==> src/rtl/trig_pkg.sv <==
package trig_pkg;
   typedef enum logic [1:0] {
      AL_IDLE = 2'd0,
      AL_WAIT = 2'd1,
      AL_HOLD = 2'd2
   } align_state_t;
endpackage

==> src/rtl/trig_align.sv <==
module trig_align #(
   parameter int CNT_W = 8
) (
   input  logic             clk,
   input  logic             rst_n,
   input  logic             din,
   input  logic [CNT_W-1:0] dly,
   input  logic [CNT_W-1:0] wid,
   output logic             dout
);
   import trig_pkg::*;

   align_state_t     st_q;
   logic [CNT_W-1:0] cnt_q;
   logic             din_q;
   logic             rise;

   assign rise = din & ~din_q;
   assign dout = (st_q == AL_HOLD);

   always_ff @(posedge clk or negedge rst_n) begin
      if (!rst_n) begin
         st_q  <= AL_IDLE;
         cnt_q <= '0;
         din_q <= 1'b0;
      end else begin
         din_q <= din;
         unique case (st_q)
            AL_IDLE: begin
               if (rise && wid != '0) begin
                  if (dly == '0) begin
                     st_q  <= AL_HOLD;
                     cnt_q <= wid - 1'b1;
                  end else begin
                     st_q  <= AL_WAIT;
                     cnt_q <= dly - 1'b1;
                  end
               end
            end
            AL_WAIT: begin
               if (cnt_q == '0) begin
                  if (wid == '0) begin
                     st_q <= AL_IDLE;
                  end else begin
                     st_q  <= AL_HOLD;
                     cnt_q <= wid - 1'b1;
                  end
               end else begin
                  cnt_q <= cnt_q - 1'b1;
               end
            end
            AL_HOLD: begin
               if (cnt_q == '0) st_q <= AL_IDLE;
               else             cnt_q <= cnt_q - 1'b1;
            end
            default: st_q <= AL_IDLE;
         endcase
      end
   end
endmodule

==> src/rtl/trig_term.sv <==
module trig_term #(
   parameter int CW = 32
) (
   input  logic          clk,
   input  logic          rst_n,
   input  logic [CW-1:0] cond,
   input  logic [CW-1:0] mask,
   output logic          hit
);
   logic all_met;
   logic armed;

   assign all_met = &(cond | ~mask);
   assign armed   = |mask;

   always_ff @(posedge clk or negedge rst_n) begin
      if (!rst_n) hit <= 1'b0;
      else        hit <= armed & all_met;
   end
endmodule

==> src/rtl/trig_eval.sv <==
module trig_eval #(
   parameter int NSUM     = 4,
   parameter int NLVL     = 4,
   parameter int NLOGIC   = 8,
   parameter int NALN_LOG = 4,
   parameter int NTERM    = 4,
   parameter int CNT_W    = 8,
   parameter int AW       = 4,
   parameter int DATA_W   = 32
) (
   input  logic                   clk,
   input  logic                   rst_n,
   input  logic                   enable,
   input  logic [NSUM*NLVL-1:0]   fold_in,
   input  logic [NLOGIC-1:0]      logic_in,
   input  logic                   cfg_we,
   input  logic [AW-1:0]          cfg_addr,
   input  logic [DATA_W-1:0]      cfg_wdata,
   output logic                   trig_req,
   output logic [NTERM-1:0]       term_hit
);
   localparam int NFOLD   = NSUM * NLVL;
   localparam int NA      = NSUM + NALN_LOG;
   localparam int CW      = NFOLD + NSUM + NLOGIC + NALN_LOG;
   localparam int OR_ADDR = NTERM;
   localparam int AL_BASE = NTERM + 1;

   if (CW > DATA_W) begin : g_chk_cw
      $error("condition vector wider than write data");
   end
   if (NALN_LOG > NLOGIC) begin : g_chk_aln
      $error("more retimed logic inputs than logic inputs");
   end
   if (AL_BASE + NA > (1 << AW)) begin : g_chk_addr
      $error("address space too small for register map");
   end
   if (2 * CNT_W > DATA_W) begin : g_chk_cnt
      $error("retiming fields do not fit write data");
   end
   if (NTERM > DATA_W) begin : g_chk_term
      $error("too many terms for OR-select register");
   end

   logic [NTERM-1:0][CW-1:0] mask_q;
   logic [NTERM-1:0]         or_sel_q;
   logic [NA-1:0][CNT_W-1:0] dly_q;
   logic [NA-1:0][CNT_W-1:0] wid_q;
   logic [NA-1:0]            aln_src;
   logic [NA-1:0]            aln_out;
   logic [CW-1:0]            cond;
   logic                     or_now;
   logic                     or_prev_q;

   always_ff @(posedge clk or negedge rst_n) begin
      if (!rst_n) begin
         mask_q   <= '0;
         or_sel_q <= '0;
         dly_q    <= '0;
         wid_q    <= '0;
      end else if (cfg_we) begin
         for (int t = 0; t < NTERM; t++) begin
            if (int'(cfg_addr) == t) mask_q[t] <= cfg_wdata[CW-1:0];
         end
         if (int'(cfg_addr) == OR_ADDR) or_sel_q <= cfg_wdata[NTERM-1:0];
         for (int k = 0; k < NA; k++) begin
            if (int'(cfg_addr) == AL_BASE + k) begin
               dly_q[k] <= cfg_wdata[CNT_W-1:0];
               wid_q[k] <= cfg_wdata[2*CNT_W-1:CNT_W];
            end
         end
      end
   end

   for (genvar s = 0; s < NSUM; s++) begin : g_fold_src
      assign aln_src[s] = fold_in[s*NLVL];
   end
   for (genvar g = 0; g < NALN_LOG; g++) begin : g_log_src
      assign aln_src[NSUM+g] = logic_in[g];
   end

   for (genvar k = 0; k < NA; k++) begin : g_align
      trig_align #(.CNT_W(CNT_W)) i_align (
         .clk  (clk),
         .rst_n(rst_n),
         .din  (aln_src[k]),
         .dly  (dly_q[k]),
         .wid  (wid_q[k]),
         .dout (aln_out[k])
      );
   end

   assign cond = {aln_out[NA-1:NSUM], logic_in, aln_out[NSUM-1:0], fold_in};

   for (genvar t = 0; t < NTERM; t++) begin : g_term
      trig_term #(.CW(CW)) i_term (
         .clk  (clk),
         .rst_n(rst_n),
         .cond (cond),
         .mask (mask_q[t]),
         .hit  (term_hit[t])
      );
   end

   assign or_now = |(term_hit & or_sel_q);

   always_ff @(posedge clk or negedge rst_n) begin
      if (!rst_n) or_prev_q <= 1'b0;
      else        or_prev_q <= or_now;
   end

   assign trig_req = enable & or_now & ~or_prev_q;
endmodule

==> config.mk <==
export PLATFORM = sky130hd
export DESIGN_NAME = trig_eval
export DESIGN_NICKNAME = d
export VERILOG_FILES = /design/src/rtl/trig_pkg.sv /design/src/rtl/trig_align.sv /design/src/rtl/trig_term.sv /design/src/rtl/trig_eval.sv
export SDC_FILE = /design/constraint.sdc
export NUM_CORES = 1
export LEC_CHECK = 0
export BUFFER_PORTS_ARGS = -buffer_cell sky130_fd_sc_hd__clkbuf_2
export CAP_MARGIN = 20
export CORE_ASPECT_RATIO = 0.6
export CORE_UTILIZATION = 54
export DETAILED_ROUTE_END_ITERATION = 10
export PLACE_DENSITY_LB_ADDON = 0.12
export SLEW_MARGIN = 20
export SYNTH_ARGS = -nofsm -noshare
export SYNTH_HDL_FRONTEND = slang
export SYNTH_SLANG_ARGS = --single-unit
==> constraint.sdc <==
create_clock -name clk -period 2.9 [get_ports clk]
set_clock_uncertainty 0.2 [all_clocks]
set_input_delay 0.29 -clock clk [delete_from_list [all_inputs] [get_ports clk]]
set_output_delay 0.29 -clock clk [all_outputs]
set_load 0.1 [all_outputs]
After elaboration in Yosys (flattened, before gate mapping). Cells that the tools add are included.

Reduce and logical (&&, ||, !) cells: 95. $add $sub $neg: 24. Bitwise gates (word level): 32. Multiplexer cells: 96. Eq/ne operators: 68.

Operators with widths (count): 8-bit 2-to-1 mux (40); 8-bit logical NOT (24); 8-bit one-hot mux with 3 select lines (8); 8-bit by 1-bit subtractor with 8-bit output (second input constant) (24); 32-bit NOT (4); 32-bit bitwise OR (4); 32-bit AND reduction (4); 32-bit OR reduction (4); 2-bit 2-to-1 mux (40); 8-bit nonzero test (8); 2-bit one-hot mux with 3 select lines (8); 4-bit == test (second input constant) (8); 2-bit by 1-bit != test with 1-bit output (second input constant) (16); 2-bit != test (second input constant) (16); 4-bit AND reduction (8); 2-bit AND reduction (13); 3-bit != test (second input constant) (8); 3-bit AND reduction (8); 3-bit nonzero test (8); 2-bit by 1-bit == test with 1-bit output (second input constant) (8); 2-bit == test (second input constant) (8); 2-bit logical NOT (8); 1-bit bitwise AND (14); 4-bit by 3-bit == test with 1-bit output (second input constant) (3); 6 further kinds (21).

Word-level logic and storage cells: 365. Output and inout port bits: 5. Input port bits: 64. Register bits after elaboration: 353.

Logic depth before layout (Yosys ltp).
Depth after elaboration: 5. Mapped depth: 11. Depth with buffers taken out: 8.

Hierarchy. A second synthesis with hierarchy kept.

Cells, all modules: 2054. Area, all modules: 21271.7 um^2.

Modules (own cells, without submodules): trig_eval (sequential area each 6531.3 um^2, cells an instance 584, instances 1, area an instance 9814.4 um^2); trig_align (g_align[0].i_align ...) (sequential area each 275.3 um^2, cells an instance 154, instances 7, area an instance 1249.9 um^2); trig_term (sequential area each 25.0 um^2, cells an instance 60, instances 4, area an instance 370.4 um^2); trig_align (g_align[7].i_align) (sequential area each 275.3 um^2, cells an instance 152, instances 1, area an instance 1226.2 um^2).

Worst setup path after synthesis. OpenSTA, ideal clock, no wires.

Path kind: reg-to-reg. Start point: reg g_align[4].i_align.cnt_q[0]. End point: reg g_align[4].i_align.cnt_q[6]. Data arrival time: 2.307 ns. Slack: 0.269 ns. Buffers on the path: 1. Required time: 2.576 ns. Clock period less this slack: 2.631 ns. Library setup time: 0.124 ns. Cell stages (with the launch flop): 10. Cell sequence: dfrtp_1 > inv_1 > ha_1 > or3b_4 > or3_1 > clkbuf_2 > or3_1 > a21oi_1 > o21ai_1 > a211o_1.

Longest elaborated chain between the ends: 3. Elaborated cells on any way between the ends: 8. Those cells by class: add/sub: 1; eq/ne: 2; mux: 3; reduce/logical: 2.

Ends and longest elaborated chain: from (decl) (RTL line trig_align.sv:14) `logic [CNT_W-1:0] cnt_q;`; from (signal assigned) (RTL line trig_align.sv:33) `cnt_q <= wid - 1'b1;`; from (signal assigned) (RTL line trig_align.sv:36) `cnt_q <= dly - 1'b1;`; from (signal assigned) (RTL line trig_align.sv:46) `cnt_q <= wid - 1'b1;`; 8-bit by 1-bit subtractor with 8-bit output or 8-bit logical NOT (tied branches); 8-bit 2-to-1 mux (tied with other cells) (RTL line trig_align.sv:53) `if (cnt_q == '0) st_q <= AL_IDLE;`; 8-bit one-hot mux with 3 select lines or 4-bit AND reduction (tied branches).

Parallel ways exist; a longest one is shown, timed or not. The select of a mux whose other input is x is not followed. A chain may end at the register's enable or synchronous reset.

Final worst setup path.
Start point: reg g_align[4].i_align.cnt_q[0]. End point: reg g_align[4].i_align.cnt_q[7].

Same word-level chain as after synthesis.

==> run_results.csv <==
group,metric,value,unit
outcome,status,"finished, final reports clean",
route,route.detailed.drc,0,
critical_path,path_cells,"inv_1 -> ha_1 -> or3b_4 -> or3_1 -> buf_4 -> a21oi_1 -> o32ai_1 -> a221oi_1 -> a21oi_1",
synthesis,yosys_warnings,0,
route,firstDrtPassIters,6,
sta,hold_viol,0,
global_routing,grt-ovfl-total,0,
synthesis,synth_ff_type,"dfrtp_1",
global_routing,grt_pass1_vias,15488,
placement,dp_hpwl,43390,µm
clock_tree,ctsHtreeMaxLevel,2,
route,ant_nets,0,
floorplanning,rows,54,
floorplanning,core_area,0.03655,mm²
pwr,power_leakage,10.06,nW
clock_tree,worst_skew_pair.late_latency,0.53,ns
synthesis,synth_nets,2141,
floorplanning,fp.dieH,151.8,µm
route,viasPerCell,6.293,
synthesis,synth_seq_cells,353,
placement,pre_cts_ws,0.2104,ns
floorplanning,die_area,0.03819,mm²
sta,drv_slew,0,
critical_path,crit_top_cell,"a21oi_1",
floorplanning,die_x,251.6,µm
pwr,vdd_drop_max,0.7040,mV
clock_tree,cts-root-buf,"clkbuf_16",
critical_path,cp_data_arrival_time,2.94,ns
synthesis,synth_cell_types,85,
sta,worst_slack,0.1828,ns
global_routing,grt_usage,32.01,%
synthesis,ys_seq_area_share,43.75,%
finish,drive_gt1_share,21.09,%
pwr,finalPower,0.02175,W
route,vias,16608,
pwr,p_sw,0.008746,W
job,cap_violations,0,
floorplanning,boundaryPins,69,
critical_path,critPathRequiredTime,3.12,ns
clock_tree,clock_path_buffers,3,
pwr,p_int,0.01301,W
clock_tree,cts_buffers,36,
global_routing,grt_start_max_net_pins,83,
placement,place_congestion,1.049,
critical_path,crit_slowest_cell,"dfrtp_1",
clock_tree,cts_tree,"built",
route,drt_iter0_drc,1764,
clock_tree,post-cts-setup-buffer-count,0,
finish,fillers,3001,
critical_path,critical_path.max_stage_delay,0.42,ns
pwr,power.density,955.8,mW/mm²
route,wl,60580,µm
critical_path,start_kind,"register",
synthesis,async_flop_share,100.0,%
pwr,p_sw_share,40.21,%
synthesis,synth_area,0.02019,mm²
critical_path,crit_type,"register to register",
placement,io_buffers,68,
sta,final.min_clock_period,2.717,ns
synthesis,synth_edf_count,0,
sta,fin_crit_sh,93.70,%
critical_path,crit_family,"simple AND/OR/NAND/NOR gates",
sta,fin_tns_setup,0,ns
finish,layout.nets,2244,
synthesis,synth_cells,2005,
clock_tree,cts.sinks,353,
route,wire_per_inst,22.96,µm
sta,max_freq,368.0,MHz
global_routing,grt_pass1_wl,92920,µm
floorplanning,start_util,55.23,%
clock_tree,clkSlewWorstSetupHoldPaths,0.06,ns
sta,finalSetupViolations,0,
finish,area_growth,12.72,%
pwr,power_frac_clock,22.3,%
worst_hold_path,min_path_type,"input port to register",
placement,dpl_cell_area,0.02129,mm²
critical_path,worst_setup_path_end_kind,"register",
sta,max-slew-margin-rel,42.82,%
sta,rsz0062_at_grt,"no",
pwr,p_seq_share,36.6,%
finish,final_area,0.02276,mm²
critical_path,crit_fanout,13,
synthesis,avgSynthCellArea,10.07,µm²
pwr,pwr-share-comb,41.1,%
global_routing,grt_antenna_before_repair,3,
sta,tightest_slew,0.8577,ns
critical_path,crit_buf_inv,2,
layout make-up:
type                            count  area [µm²]  area share [%]
Antenna cell                        1       2.502         0.01100
Clock buffer                       46        1001           4.398
Inverter                          138       518.0           2.276
Multi-Input combinational cell   1425       10460           45.96
Clock inverter                     18       205.2          0.9016
Timing Repair Buffer              154        1109           4.871
Tap cell                          504       630.6           2.771
Sequential cell                   353        8833           38.81
Yosys cell counts (17+ instances only):
cell,number,area [µm²]
a21oi_1,76,380.4
a221oi_1,24,210.2
a22o_1,23,201.4
a22oi_1,29,217.7
a31oi_1,17,106.4
clkbuf_1,63,236.5
dfrtp_1,353,8833
ha_1,72,900.9
inv_1,136,510.5
mux2_2,239,2691
mux2i_1,29,290.3
nand2_1,147,551.8
nand2b_1,19,118.9
nand3_1,36,180.2
nand4_1,17,106.4
nor2_1,127,476.7
nor3_1,39,195.2
nor4_1,56,350.3
o21ai_0,135,675.7
o31ai_1,25,187.7
or3_1,20,125.1
xnor2_1,49,429.2
xor2_1,46,402.9
sequential cells by signal, summed over array words and instances (netlist names):
signal / flops
g_align.i_align.st_q: 16
or_sel_q: 4
g_align.i_align.din_q: 8
g_align.i_align.cnt_q: 64
mask_q: 128
or_prev_q: 1
dly_q: 64
g_term.i_term.hit: 4
wid_q: 64
power groups by stage:
stage / clock network [W] / logic [W] / registers (W)
2_1_floorplan: 0 / 0.00657 / 0.00741
3_3_place_gp: 0 / 0.00856 / 0.00789
3_5_place_dp: 0 / 0.00872 / 0.00795
4_1_cts: 0.00491 / 0.00880 / 0.00788
5_1_grt: 0.00511 / 0.00991 / 0.00812
6_report: 0.00485 / 0.00895 / 0.00795
repair_timing:
| item | 4_1_cts | 5_1_grt |
|---|---|---|
| endpoints found under the setup margin | 0 | 2 |
| hold buffers | 25 | 0 |
| endpoints found under the hold margin | 141 | 0 |
| resized for setup | 0 | 2 |
metal layers:
metal  GRT usage (%)  wire [µm]
met3           8.797       6856
met4           7.348       1224
met1           49.83      28990
met2           43.22      23510
met5          0.3896          0
worst min-delay path, stage by stage:
cell,delay [ns]
clkbuf_2,0.10
nor2b_1,0.16
a2111oi_1,0.09
nand4_1,0.07
nor4_1,0.06
worst paths after layout:
kind / slack (ns) / depth (start not counted) / to / start
min: 0.07 / 5 / g_term[0].i_term.hit / logic_in[5]
max: 0.18 / 9 / g_align[4].i_align.cnt_q[7] / g_align[4].i_align.cnt_q[0]
max in group asynchronous: 1.50 / 3 / mask_q[115] / rst_n
min in group asynchronous: 0.16 / 2 / g_align[6].i_align.cnt_q[2] / rst_n
max reg2reg: 0.18 / 9 / g_align[4].i_align.cnt_q[7] / g_align[4].i_align.cnt_q[0]
min reg2reg: 0.28 / 1 / g_align[4].i_align.cnt_q[6] / g_align[4].i_align.cnt_q[6]
metrics by stage:
step | cells | util, % | hold slack [ns]
3_5_place_dp | 2549 | 58.25 | 0.1587
3_3_place_gp | 2549 | 58.25 | 0.1551
6_report | 2639 | 62.26 | 0.07121
2_1_floorplan | 2005 | - | -0.2056
4_1_cts | 2638 | 62.23 | 0.03492
5_1_grt | 2638 | 62.25 | 0.07784
layout by cell type, fill, tap and decap left out, types with 24 or more instances in the layout:
master / synthesis / layout
a21oi_1: 76 / 76
a221oi_1: 24 / 24
a22oi_1: 29 / 29
buf_4: 8 / 57
clkbuf_16: 0 / 38
clkbuf_2: 1 / 67
dfrtp_1: 353 / 353
dlygate4sd3_1: 0 / 25
ha_1: 72 / 72
inv_1: 136 / 136
mux2_2: 239 / 239
mux2i_1: 29 / 29
nand2_1: 147 / 147
nand3_1: 36 / 36
nor2_1: 127 / 127
nor3_1: 39 / 39
nor4_1: 56 / 56
o21ai_0: 135 / 135
o31ai_1: 25 / 25
xnor2_1: 49 / 49
xor2_1: 46 / 46
cell families after synthesis:
logic type      after synthesis  synth area share, %
buf+inv                     227                4.481
simple gates                551                14.02
compound gates              439                14.40
xor+xnor                     95                4.121
fa+ha+maj                    72                4.462
flops                       353                43.75
mux                         268                14.77
Power figures use the tool's default switching activity.
